$ cat src/rtl/wdog_pkg.sv
package wdog_pkg;

    typedef enum logic [1:0] {
        TD_OFF   = 2'b00,
        TD_SHORT = 2'b01,
        TD_MID   = 2'b10,
        TD_LONG  = 2'b11
    } td_e;

    // Period in milliseconds for a timeout select; 0 means disabled.
    function automatic int unsigned period_ms(input logic [1:0] td, input int unsigned base);
        case (td)
            TD_SHORT: return base;
            TD_MID:   return base * 2;
            TD_LONG:  return base * 4;
            default:  return 0;
        endcase
    endfunction

endpackage

$ cat src/rtl/wdog_cfg_reg.sv
module wdog_cfg_reg
    import wdog_pkg::*;
#(
    parameter int unsigned REG_W = 8
) (
    input  logic             clk,
    input  logic             rst_n,
    input  logic             we,
    input  logic [REG_W-1:0] wdata,
    output logic [1:0]       td_q,
    output logic [1:0]       td_d,
    output logic [REG_W-1:0] rdata
);
    localparam int unsigned PAD_W = REG_W - 2;

    typedef struct packed {
        logic [1:0] td;
    } cfg_s;

    cfg_s st_d, st_q;
    logic unused_hi;

    assign unused_hi = ^wdata[REG_W-1:2];

    always_comb begin
        st_d = st_q;
        if (we) begin
            st_d.td = wdata[1:0];
        end
    end

    always_ff @(posedge clk or negedge rst_n) begin
        if (!rst_n) begin
            st_q.td <= TD_LONG;
        end else begin
            st_q <= st_d;
        end
    end

    assign td_q  = st_q.td;
    assign td_d  = st_d.td;
    assign rdata = {{PAD_W{1'b0}}, st_q.td};

    // a write shows up on the read port on the next cycle, upper bits zero
    p_reg_write_r1: assert property (@(posedge clk) disable iff (!rst_n)
        we |=> (rdata == {{PAD_W{1'b0}}, $past(wdata[1:0])}));

endmodule

$ cat src/rtl/wdog_strobe_sync.sv
module wdog_strobe_sync #(
    parameter int unsigned STAGES = 2
) (
    input  logic clk,
    input  logic rst_n,
    input  logic strobe,
    output logic fall
);
    typedef struct packed {
        logic [STAGES-1:0] chain;
        logic              last;
    } sync_s;

    sync_s st_d, st_q;

    always_comb begin
        st_d       = st_q;
        st_d.chain = {st_q.chain[STAGES-2:0], strobe};
        st_d.last  = st_q.chain[STAGES-1];
    end

    always_ff @(posedge clk or negedge rst_n) begin
        if (!rst_n) begin
            st_q <= '1;
        end else begin
            st_q <= st_d;
        end
    end

    assign fall = st_q.last & ~st_q.chain[STAGES-1];

    // an edge is reported for one cycle only
    p_fall_single_r5: assert property (@(posedge clk) disable iff (!rst_n)
        fall |=> !fall);

endmodule

$ cat src/rtl/wdog_tick_div.sv
module wdog_tick_div #(
    parameter int unsigned TICKS_PER_MS = 1
) (
    input  logic clk,
    input  logic rst_n,
    input  logic clear,
    input  logic tick,
    output logic step
);
    localparam int unsigned PRE_W = (TICKS_PER_MS > 1) ? $clog2(TICKS_PER_MS) : 1;
    localparam logic [PRE_W-1:0] LAST = PRE_W'(TICKS_PER_MS - 1);

    typedef struct packed {
        logic [PRE_W-1:0] pre;
    } div_s;

    div_s st_d, st_q;

    always_comb begin
        st_d = st_q;
        step = 1'b0;
        if (clear) begin
            st_d.pre = '0;
        end else if (tick) begin
            if (st_q.pre == LAST) begin
                st_d.pre = '0;
                step     = 1'b1;
            end else begin
                st_d.pre = st_q.pre + PRE_W'(1);
            end
        end
    end

    always_ff @(posedge clk or negedge rst_n) begin
        if (!rst_n) begin
            st_q <= '0;
        end else begin
            st_q <= st_d;
        end
    end

endmodule

$ cat src/rtl/wdog_countdown.sv
module wdog_countdown
    import wdog_pkg::*;
#(
    parameter int unsigned TICKS_PER_MS = 1,
    parameter int unsigned BASE_MS      = 250
) (
    input  logic       clk,
    input  logic       rst_n,
    input  logic       tick,
    input  logic       load,
    input  logic [1:0] td_sel,
    output logic       expire
);
    localparam int unsigned CNT_W = $clog2(BASE_MS * 4 + 1);

    typedef struct packed {
        logic [CNT_W-1:0] left;
    } cnt_s;

    cnt_s st_d, st_q;
    logic step;

    wdog_tick_div #(.TICKS_PER_MS(TICKS_PER_MS)) u_div (
        .clk   (clk),
        .rst_n (rst_n),
        .clear (load),
        .tick  (tick),
        .step  (step)
    );

    always_comb begin
        st_d   = st_q;
        expire = 1'b0;
        if (load) begin
            st_d.left = CNT_W'(period_ms(td_sel, BASE_MS));
        end else if (step && (st_q.left != '0)) begin
            if (st_q.left == CNT_W'(1)) begin
                expire = 1'b1;
            end
            st_d.left = st_q.left - CNT_W'(1);
        end
    end

    always_ff @(posedge clk or negedge rst_n) begin
        if (!rst_n) begin
            st_q.left <= CNT_W'(period_ms(TD_LONG, BASE_MS));
        end else begin
            st_q <= st_d;
        end
    end

endmodule

$ cat src/rtl/wdog_pulse.sv
module wdog_pulse #(
    parameter int unsigned TICKS_PER_MS = 1,
    parameter int unsigned PULSE_MS     = 250
) (
    input  logic clk,
    input  logic rst_n,
    input  logic tick,
    input  logic start,
    output logic req
);
    localparam int unsigned PW = $clog2(PULSE_MS + 1);

    typedef struct packed {
        logic          active;
        logic [PW-1:0] left;
    } pulse_s;

    pulse_s st_d, st_q;
    logic   step;
    logic   div_clear;

    assign div_clear = start | ~st_q.active;

    wdog_tick_div #(.TICKS_PER_MS(TICKS_PER_MS)) u_div (
        .clk   (clk),
        .rst_n (rst_n),
        .clear (div_clear),
        .tick  (tick),
        .step  (step)
    );

    always_comb begin
        st_d = st_q;
        if (start && !st_q.active) begin
            st_d.active = 1'b1;
            st_d.left   = PW'(PULSE_MS);
        end else if (st_q.active && step) begin
            if (st_q.left == PW'(1)) begin
                st_d.active = 1'b0;
                st_d.left   = '0;
            end else begin
                st_d.left = st_q.left - PW'(1);
            end
        end
    end

    always_ff @(posedge clk or negedge rst_n) begin
        if (!rst_n) begin
            st_q <= '0;
        end else begin
            st_q <= st_d;
        end
    end

    assign req = st_q.active;

    // a running pulse is never restarted by a new expiry
    p_no_restart_r6: assert property (@(posedge clk) disable iff (!rst_n)
        st_q.active |-> !start);

endmodule

$ cat src/rtl/wdog_reset_timer.sv
module wdog_reset_timer
    import wdog_pkg::*;
#(
    parameter int unsigned TICKS_PER_MS = 1,
    parameter int unsigned BASE_MS      = 250,
    parameter int unsigned PULSE_MS     = 250,
    parameter int unsigned SYNC_STAGES  = 2,
    parameter int unsigned REG_W        = 8
) (
    input  logic             clk,
    input  logic             rst_n,
    input  logic             ms_tick,
    input  logic             strobe,
    input  logic             cfg_we,
    input  logic [REG_W-1:0] cfg_wdata,
    input  logic             rst_busy,
    output logic [REG_W-1:0] cfg_rdata,
    output logic             rst_req
);
    logic [1:0] td_q;
    logic [1:0] td_d;
    logic       fall;
    logic       expire;
    logic       load;

    wdog_cfg_reg #(.REG_W(REG_W)) u_cfg (
        .clk   (clk),
        .rst_n (rst_n),
        .we    (cfg_we),
        .wdata (cfg_wdata),
        .td_q  (td_q),
        .td_d  (td_d),
        .rdata (cfg_rdata)
    );

    wdog_strobe_sync #(.STAGES(SYNC_STAGES)) u_sync (
        .clk    (clk),
        .rst_n  (rst_n),
        .strobe (strobe),
        .fall   (fall)
    );

    // Hold or restart the countdown: reset active, own pulse, service, write.
    assign load = rst_busy | rst_req | fall | cfg_we;

    wdog_countdown #(
        .TICKS_PER_MS (TICKS_PER_MS),
        .BASE_MS      (BASE_MS)
    ) u_count (
        .clk    (clk),
        .rst_n  (rst_n),
        .tick   (ms_tick),
        .load   (load),
        .td_sel (td_d),
        .expire (expire)
    );

    wdog_pulse #(
        .TICKS_PER_MS (TICKS_PER_MS),
        .PULSE_MS     (PULSE_MS)
    ) u_pulse (
        .clk   (clk),
        .rst_n (rst_n),
        .tick  (ms_tick),
        .start (expire),
        .req   (rst_req)
    );

    // every expiry is followed by a request
    p_req_after_expiry_r6: assert property (@(posedge clk) disable iff (!rst_n)
        expire |=> rst_req);

    // a disabled watchdog never expires
    p_quiet_when_off_r3: assert property (@(posedge clk) disable iff (!rst_n)
        ((td_q == TD_OFF) && !cfg_we) |-> !expire);

    // a request never starts while the reset controller is busy
    p_no_rise_in_busy_r4: assert property (@(posedge clk) disable iff (!rst_n)
        $rose(rst_req) |-> !$past(rst_busy));

    // the countdown is frozen while the request is high
    p_held_during_req_r4: assert property (@(posedge clk) disable iff (!rst_n)
        rst_req |-> !expire);

    // a detected edge comes from strobe having been low
    p_fall_from_low_r5: assert property (@(posedge clk) disable iff (!rst_n)
        fall |-> !$past(strobe, 2));

endmodule

$ cat config.mk
export PLATFORM = sky130hd
export DESIGN_NAME = wdog_reset_timer
export DESIGN_NICKNAME = d
export VERILOG_FILES = /design/src/rtl/wdog_pkg.sv /design/src/rtl/wdog_cfg_reg.sv /design/src/rtl/wdog_strobe_sync.sv /design/src/rtl/wdog_tick_div.sv /design/src/rtl/wdog_countdown.sv /design/src/rtl/wdog_pulse.sv /design/src/rtl/wdog_reset_timer.sv
export SDC_FILE = /design/constraint.sdc
export NUM_CORES = 1
export LEC_CHECK = 0
export ABC_AREA = 1
export BUFFER_PORTS_ARGS = -buffer_cell sky130_fd_sc_hd__buf_2
export CAP_MARGIN = 20
export CORE_ASPECT_RATIO = 0.5
export CORE_UTILIZATION = 25
export DETAILED_ROUTE_END_ITERATION = 8
export HOLD_SLACK_MARGIN = 0.15
export PLACE_DENSITY = 0.4
export SETUP_SLACK_MARGIN = 0.5
export SLEW_MARGIN = 40
export SYNTH_ARGS = -nofsm -noshare
export SYNTH_HDL_FRONTEND = slang
export SYNTH_SLANG_ARGS = --single-unit
$ cat constraint.sdc
create_clock -name clk -period 1.58 [get_ports clk]
set_input_delay 0.316 -clock clk [delete_from_list [all_inputs] [get_ports clk]]
set_output_delay 0.316 -clock clk [all_outputs]
set_load 0.05 [all_outputs]
==> flow_metrics.tcl, run 1 <==
set metrics [dict create \
    status "complete, no violations" \
    netSwitchingPower_mw 0.5663 \
    synth_ff_type "dfrtp_1" \
    synth_common_cells "nand2_1, inv_1, nand3_1, nor2_1, dfrtp_1" \
    rsz0062_at_grt "yes" \
    slowest_delay_ps 620 \
    dp_hpwl_um 2746 \
    muxShareOfSynthArea 0 \
    postSynthCellCount 217 \
    worst_slack_ps 194.1 \
    finalMaxSlewViolations 0 \
    intPower_mw 1.235 \
    endpoint_kind "flip-flop" \
    clk_latency_ps 260 \
    drt-vias-per-instance 4.335 \
    startpoint "u_count.st_q[3]" \
    n_antenna_cell 0 \
    dr.first_iter.drc_count 49 \
    ir_drop_uv 448.6 \
    drt_wl_total_um 3879 \
    p_comb_frac 0.236 \
    yosys.cell_count.top_type "nand2_1" \
    antenna_found_initial 0 \
    placed_area_sq_um 1837 \
    final_cell_area_sq_um 2170 \
    start_util 0.2607 \
    ios 23 \
    syn2layout_area_growth_pct 36.32 \
    synth_top_area_frac 0.2044 \
    finalHoldViolations 0 \
    wl_per_cell_um 11.51 \
    track_usage 0.1296 \
    drive_above_1_share 0.3494 \
    synth_cell_types 26 \
    drc 0 \
    tightest_slew_ps 596.0 \
    grt_pass1_wl_um 6782 \
    die_area_sq_um 6709 \
    skew_ps 6.385 \
    relSlewSlack 0.6027 \
    ant_nets 0 \
    required_ps 1730 \
    netSwitchingFraction 0.3143 \
    grt_overflow_total 0 \
    synthXorXnorAreaFrac 0.01101 \
    critPathKind "flip-flop to flip-flop" \
    fp-row-count 20 \
    critPathMaxFanout 8 \
    fin_nets 272 \
    grt_max_degree 25 \
    setup_viol 0 \
    synth_edf_count 0 \
    async_reset_ff_frac 1.000 \
    cp_top_family "flip-flops" \
    postCtsHoldBufs 1 \
    startpoint_type "flip-flop" \
    cts_buffer_depth 2 \
    synth_area_per_cell_sq_um 7.334 \
    pwr_density_cell_nw_per_um2 830.4 \
    synthSimpleGateAreaFrac 0.3593 \
    p_clk_frac 0.348 \
    synth_top_family_by_area "simple AND/OR/NAND/NOR gates" \
    critical_path.cell_chain "nor2_4 -> nand2_4 -> inv_1 -> nand2_2 -> nand2_4 -> nand2_8 -> inv_6 -> nand2_2 -> nand2_1" \
    synth_compound_area_frac 0.07704 \
    synth_warnings 0 \
    cts.sinks 24 \
    grt_pass1_vias 1419 \
    cts_tree "yes" \
    yosysSeqAreaShare 0.3860 \
    root_buffer "clkbuf_16" \
    r2r_setup_slack_ps 190 \
    synth_fa_ha_area_frac 0.06289 \
    first_pass_iters 5 \
    n_fill_cell 655 \
    synth_area_leader_cell "dfrtp_1" \
    worst_r2r_path_depth 9 \
    arrival_ps 1530 \
    seq_power_share 0.416 \
    path_clk_slew_ps 70 \
    drv_cap 0 \
    vias 1461 \
    crit_slowest_cell "dfstp_2" \
    dp_slack_ps 64.11 \
    hold_class "input pin to asynchronous set/reset pin" \
    fin_crit_sh 0.8771 \
    die_w_um 114.8 \
    cts-htree-levels 1 \
    core_area_sq_um 6106 \
    synth_area_sq_um 1592 \
    r2r-end "u_count.st_q[4]" \
    die_h_um 58.42 \
    ys_ff_latch 24 \
    r2r-start "u_count.st_q[3]" \
    yosys-top-cells-area "dfrtp_1, dfstp_2, nand2_1" \
    fin_crit_ps 1386 \
    portBuffers 10 \
    cp_num_buf_inv 2 \
    max_freq_mhz 721.6 \
    leakage_nw 1.035 \
    tns_ps 0 \
    gp_congestion 0.7949 \
    cts_made_buffers 3 \
]
cells by family after synthesis:
family                     after synthesis
DFF                                     24
and+or+nand+nor                        125
xor gates and xnor gates                 2
other                                    1
adders and majority gates                8
AOI/OAI and AO/OA                       22
buffers and inverters                   35
how the worst max path moves through the flow:
stage	endpoint	slack (ps)	depth (start not counted)
2_1_floorplan	u_count.st_q[4]	150	6
3_3_place_gp	u_count.st_q[4]	70	9
3_5_place_dp	u_count.st_q[4]	60	9
4_1_cts	u_count.st_q[4]	150	9
5_1_grt	u_count.st_q[4]	100	9
6_report	u_count.st_q[4]	190	9
routing by layer:
metal  global-route usage  up-vias  share of wire
li1                     -      754              -
met3              0.02678        0          0.030
met4              0.02041        0              0
met5                    0        -              0
met2               0.2208       19           0.50
met1               0.1747      688           0.47
worst register-to-register path, stage by stage (launching register included):
cell and delay, ps:
dfstp_2 620, nor2_4 60, nand2_4 120, inv_1 60, nand2_2 80, nand2_4 90
nand2_8 110, inv_6 40, nand2_2 40, nand2_1 50
power by group through the flow:
stage               clock (mW)  combinational [mW]  sequential, mW
global placement             0               0.343           0.743
global route             0.682               0.476           0.757
detailed placement           0               0.344           0.743
CTS                      0.650               0.394           0.738
finish                   0.626               0.426           0.750
floorplan                    0               0.244           0.746
timing repair:
action / CTS / global route
hold endpoints to repair: 14 / 13
cloned: 1 / 0
buffers inserted: 5 / 5
endpoints found under the setup margin: 22 / 22
pin swaps: 9 / 10
gates resized for setup: 26 / 18
state kept, by name, indices dropped and copies added (netlist names):
name          flops
u_count.st_q     10
u_pulse.st_q      8
u_cfg.td_q        2
u_sync.st_d       2
u_pulse.req       1
u_sync.st_q       1
layout by cell type (no fill, tap or decap), drive strengths merged, types with 6 or more instances in the layout:
cell type,n
nand2,75
inv,28
buf,28
nor2,20
nand3,19
dfrtp,13
o21ai,13
dfstp,11
nand4,8
ha,8
conb,6
metrics by stage:
stage               std cells    util  total power, mW  hold WS, ps
floorplan                 222       -           0.9899        20.41
global placement          321  0.3008            1.086        345.8
detailed placement        321  0.3008            1.087        349.1
CTS                       332  0.3408            1.782        74.63
global route              337  0.3553            1.915        92.28
finish                    337  0.3553            1.802        57.65
final cells by class:
cell class,count,area (sq um),area share
flip-flops and latches,24,616.8,0.2843
multi-input cells,164,1006,0.4637
clock buffers,4,88.84,0.04095
repair buffers,29,237.7,0.1096
inverters,28,110.1,0.05075
well taps,88,110.1,0.05075
Power figures use the tool's default switching activity.
==> run 2: changes to the inputs <==
--- a/config.mk
+++ b/config.mk
@@ -9,11 +9,10 @@
 export BUFFER_PORTS_ARGS = -buffer_cell sky130_fd_sc_hd__buf_2
 export CAP_MARGIN = 20
 export CORE_ASPECT_RATIO = 0.5
-export CORE_UTILIZATION = 25
+export CORE_UTILIZATION = 53
 export DETAILED_ROUTE_END_ITERATION = 8
 export HOLD_SLACK_MARGIN = 0.15
-export PLACE_DENSITY = 0.4
-export SETUP_SLACK_MARGIN = 0.5
+export PLACE_DENSITY = 0.74
 export SLEW_MARGIN = 40
 export SYNTH_ARGS = -nofsm -noshare
 export SYNTH_HDL_FRONTEND = slang
==> run 2 against run 1 <==
Net effect:
- maximum frequency fell by 9.2%
- die area fell by 52%
- worst setup slack got worse by 140 ps
- hold slack improved by 310 ps
- wire length fell by 17%
- via count fell by 6.3%
- critical endpoint unchanged
- sequential share of layout area rose by 5.5 points
==> flow_metrics.tcl, run 2 (synthesized netlist as in run 1, its figures left out) <==
set metrics [dict create \
    seq_area_sq_um 614.3 \
    startpoint_type "flip-flop" \
    netSwitchingPower_mw 0.4850 \
    n_fill_cell 234 \
    gp_congestion 0.8720 \
    skew_ps 4.613 \
    wl_per_cell_um 11.72 \
    n_antenna_cell 0 \
    max_freq_mhz 655.1 \
    drc 0 \
    cts.sinks 24 \
    regMostFlops "u_count.st_q" \
    r2r_setup_slack_ps 50 \
    final_cell_mix "nand2_1, inv_1, nand3_1" \
    fin_cells 274 \
    finalMaxSlewViolations 0 \
    slowest_delay_ps 390 \
    final_util 0.6656 \
    grt_pass1_wl_um 5333 \
    cts_buffer_depth 2 \
    dr.first_iter.drc_count 100 \
    path_clk_slew_ps 90 \
    syn2layout_area_growth_pct 13.60 \
    whs_path_depth 0 \
    portBuffers 10 \
    setup_viol 0 \
    root_buffer "clkbuf_8" \
    largest_register_ffs 10 \
    cp_top_family "simple AND/OR/NAND/NOR gates" \
    critical_path.cell_chain "inv_1 -> ha_1 -> nand2_1 -> inv_1 -> nand2_2 -> nand2_4 -> nand2_4 -> o21ai_0 -> nand2_1" \
    hold_class "flip-flop to flip-flop" \
    ant_nets 0 \
    cp_num_buf_inv 2 \
    die_w_um 79.50 \
    rsz0062_at_grt "yes" \
    netSwitchingFraction 0.3012 \
    dp_cells 268 \
    start_util 0.5859 \
    p_clk_frac 0.341 \
    worst_r2r_path_depth 9 \
    fin_nets 260 \
    r2r-end "u_count.st_q[4]" \
    die_h_um 40.75 \
    fin_crit_ps 1527 \
    top_regs "u_count.st_q: 10 flops, u_pulse.st_q: 8 flops" \
    drt-vias-per-instance 4.996 \
    die_area_sq_um 3239 \
    p_comb_frac 0.205 \
    hold_ws_ps 363.7 \
    intPower_mw 1.125 \
    min_to "u_sync.st_d[0]" \
    track_usage 0.2260 \
    final_cell_area_sq_um 1808 \
    critPathKind "flip-flop to flip-flop" \
    fin_crit_sh 0.9662 \
    finalHoldViolations 0 \
    dp_hpwl_um 2272 \
    status "complete, no violations" \
    multiInputGateArea_sq_um 855.8 \
    cts_tree "yes" \
    first_pass_iters 4 \
    antenna_found_initial 0 \
    core_area_sq_um 2716 \
    final_common_cell "nand2_1" \
    crit_slowest_cell "dfrtp_1" \
    clk_latency_ps 270 \
    drv_cap 0 \
    endpoint_kind "flip-flop" \
    leakage_nw 0.9061 \
    relSlewSlack 0.6480 \
    worstHoldStart "u_sync.st_d[2]" \
    grt_overflow_total 0 \
    tightest_slew_ps 528.0 \
    placed_area_sq_um 1695 \
    vias 1369 \
    ios 23 \
    r2r-start "u_count.st_q[1]" \
    required_ps 1750 \
    drt_wl_total_um 3211 \
    fp-row-count 13 \
    cts-htree-levels 1 \
    pwr_density_cell_nw_per_um2 890.5 \
    drive_above_1_share 0.1941 \
    ir_drop_uv 478.4 \
    critPathMaxFanout 8 \
    grt_pass1_vias 1183 \
    arrival_ps 1690 \
    grt_max_degree 25 \
    seq_power_share 0.454 \
    cts_made_buffers 3 \
]
run 2: repair_timing:
action	4_1_cts	5_1_grt
gates resized for setup	0	4
endpoints found under the setup margin	0	8
hold buffers	2	0
setup buffers	0	0
hold endpoints to repair	14	0
run 2: power by group through the flow:
stage | sequential, mW | clock (mW) | combinational (mW)
finish | 0.731 | 0.549 | 0.330
global route | 0.737 | 0.581 | 0.374
CTS | 0.727 | 0.566 | 0.322
detailed placement | 0.738 | 0 | 0.317
global placement | 0.737 | 0 | 0.311
floorplan | 0.743 | 0 | 0.235
run 2: metal layers:
| metal | routed length, um | vias to the layer above | track usage |
|---|---|---|---|
| li1 | - | 715 | - |
| met1 | 1565 | 621 | 0.3003 |
| met2 | 1496 | 29 | 0.3782 |
| met3 | 129 | 4 | 0.05556 |
| met4 | 20 | 0 | 0.06364 |
| met5 | 0 | - | 0 |
run 2: how the worst max path moves through the flow:
stage               cells after the start         endpoint             from  slack (ps)
CTS                                     7  u_pulse.st_q[2]   u_sync.st_d[0]          80
floorplan                               6  u_pulse.st_q[0]      u_pulse.req          50
finish                                  9  u_count.st_q[4]  u_count.st_q[1]          50
global route                            9  u_count.st_q[4]  u_count.st_q[1]         -40
global placement                        9  u_count.st_q[4]           cfg_we         -50
detailed placement                      9  u_count.st_q[4]           cfg_we         -70
run 2: per-stage QoR:
| stage | setup slack [ps] | TNS [ps] | total power [mW] |
|---|---|---|---|
| 2_1_floorplan | 47.10 | 0 | 0.9781 |
| 3_3_place_gp | -46.47 | -47.54 | 1.047 |
| 3_5_place_dp | -68.49 | -92.79 | 1.055 |
| 4_1_cts | 82.12 | 0 | 1.615 |
| 5_1_grt | -36.67 | -91.93 | 1.692 |
| 6_report | 53.46 | 0 | 1.610 |
run 2: final cells by class:
class,instances,area share
multi-input combinational,163,0.4734
sequential,24,0.3398
tap,37,0.02561
clock buffer,3,0.02284
inverter,28,0.05813
timing repair buffer,18,0.06367
clock inverter,1,0.01661
run 2: worst register-to-register path: cells and delay by family (launching register included):
kind                       cells  cell delay, ps
AOI/OAI and AO/OA              1             110
adders and majority gates      1             190
and+or+nand+nor                5             500
buffers and inverters          2             230
DFF                            1             390
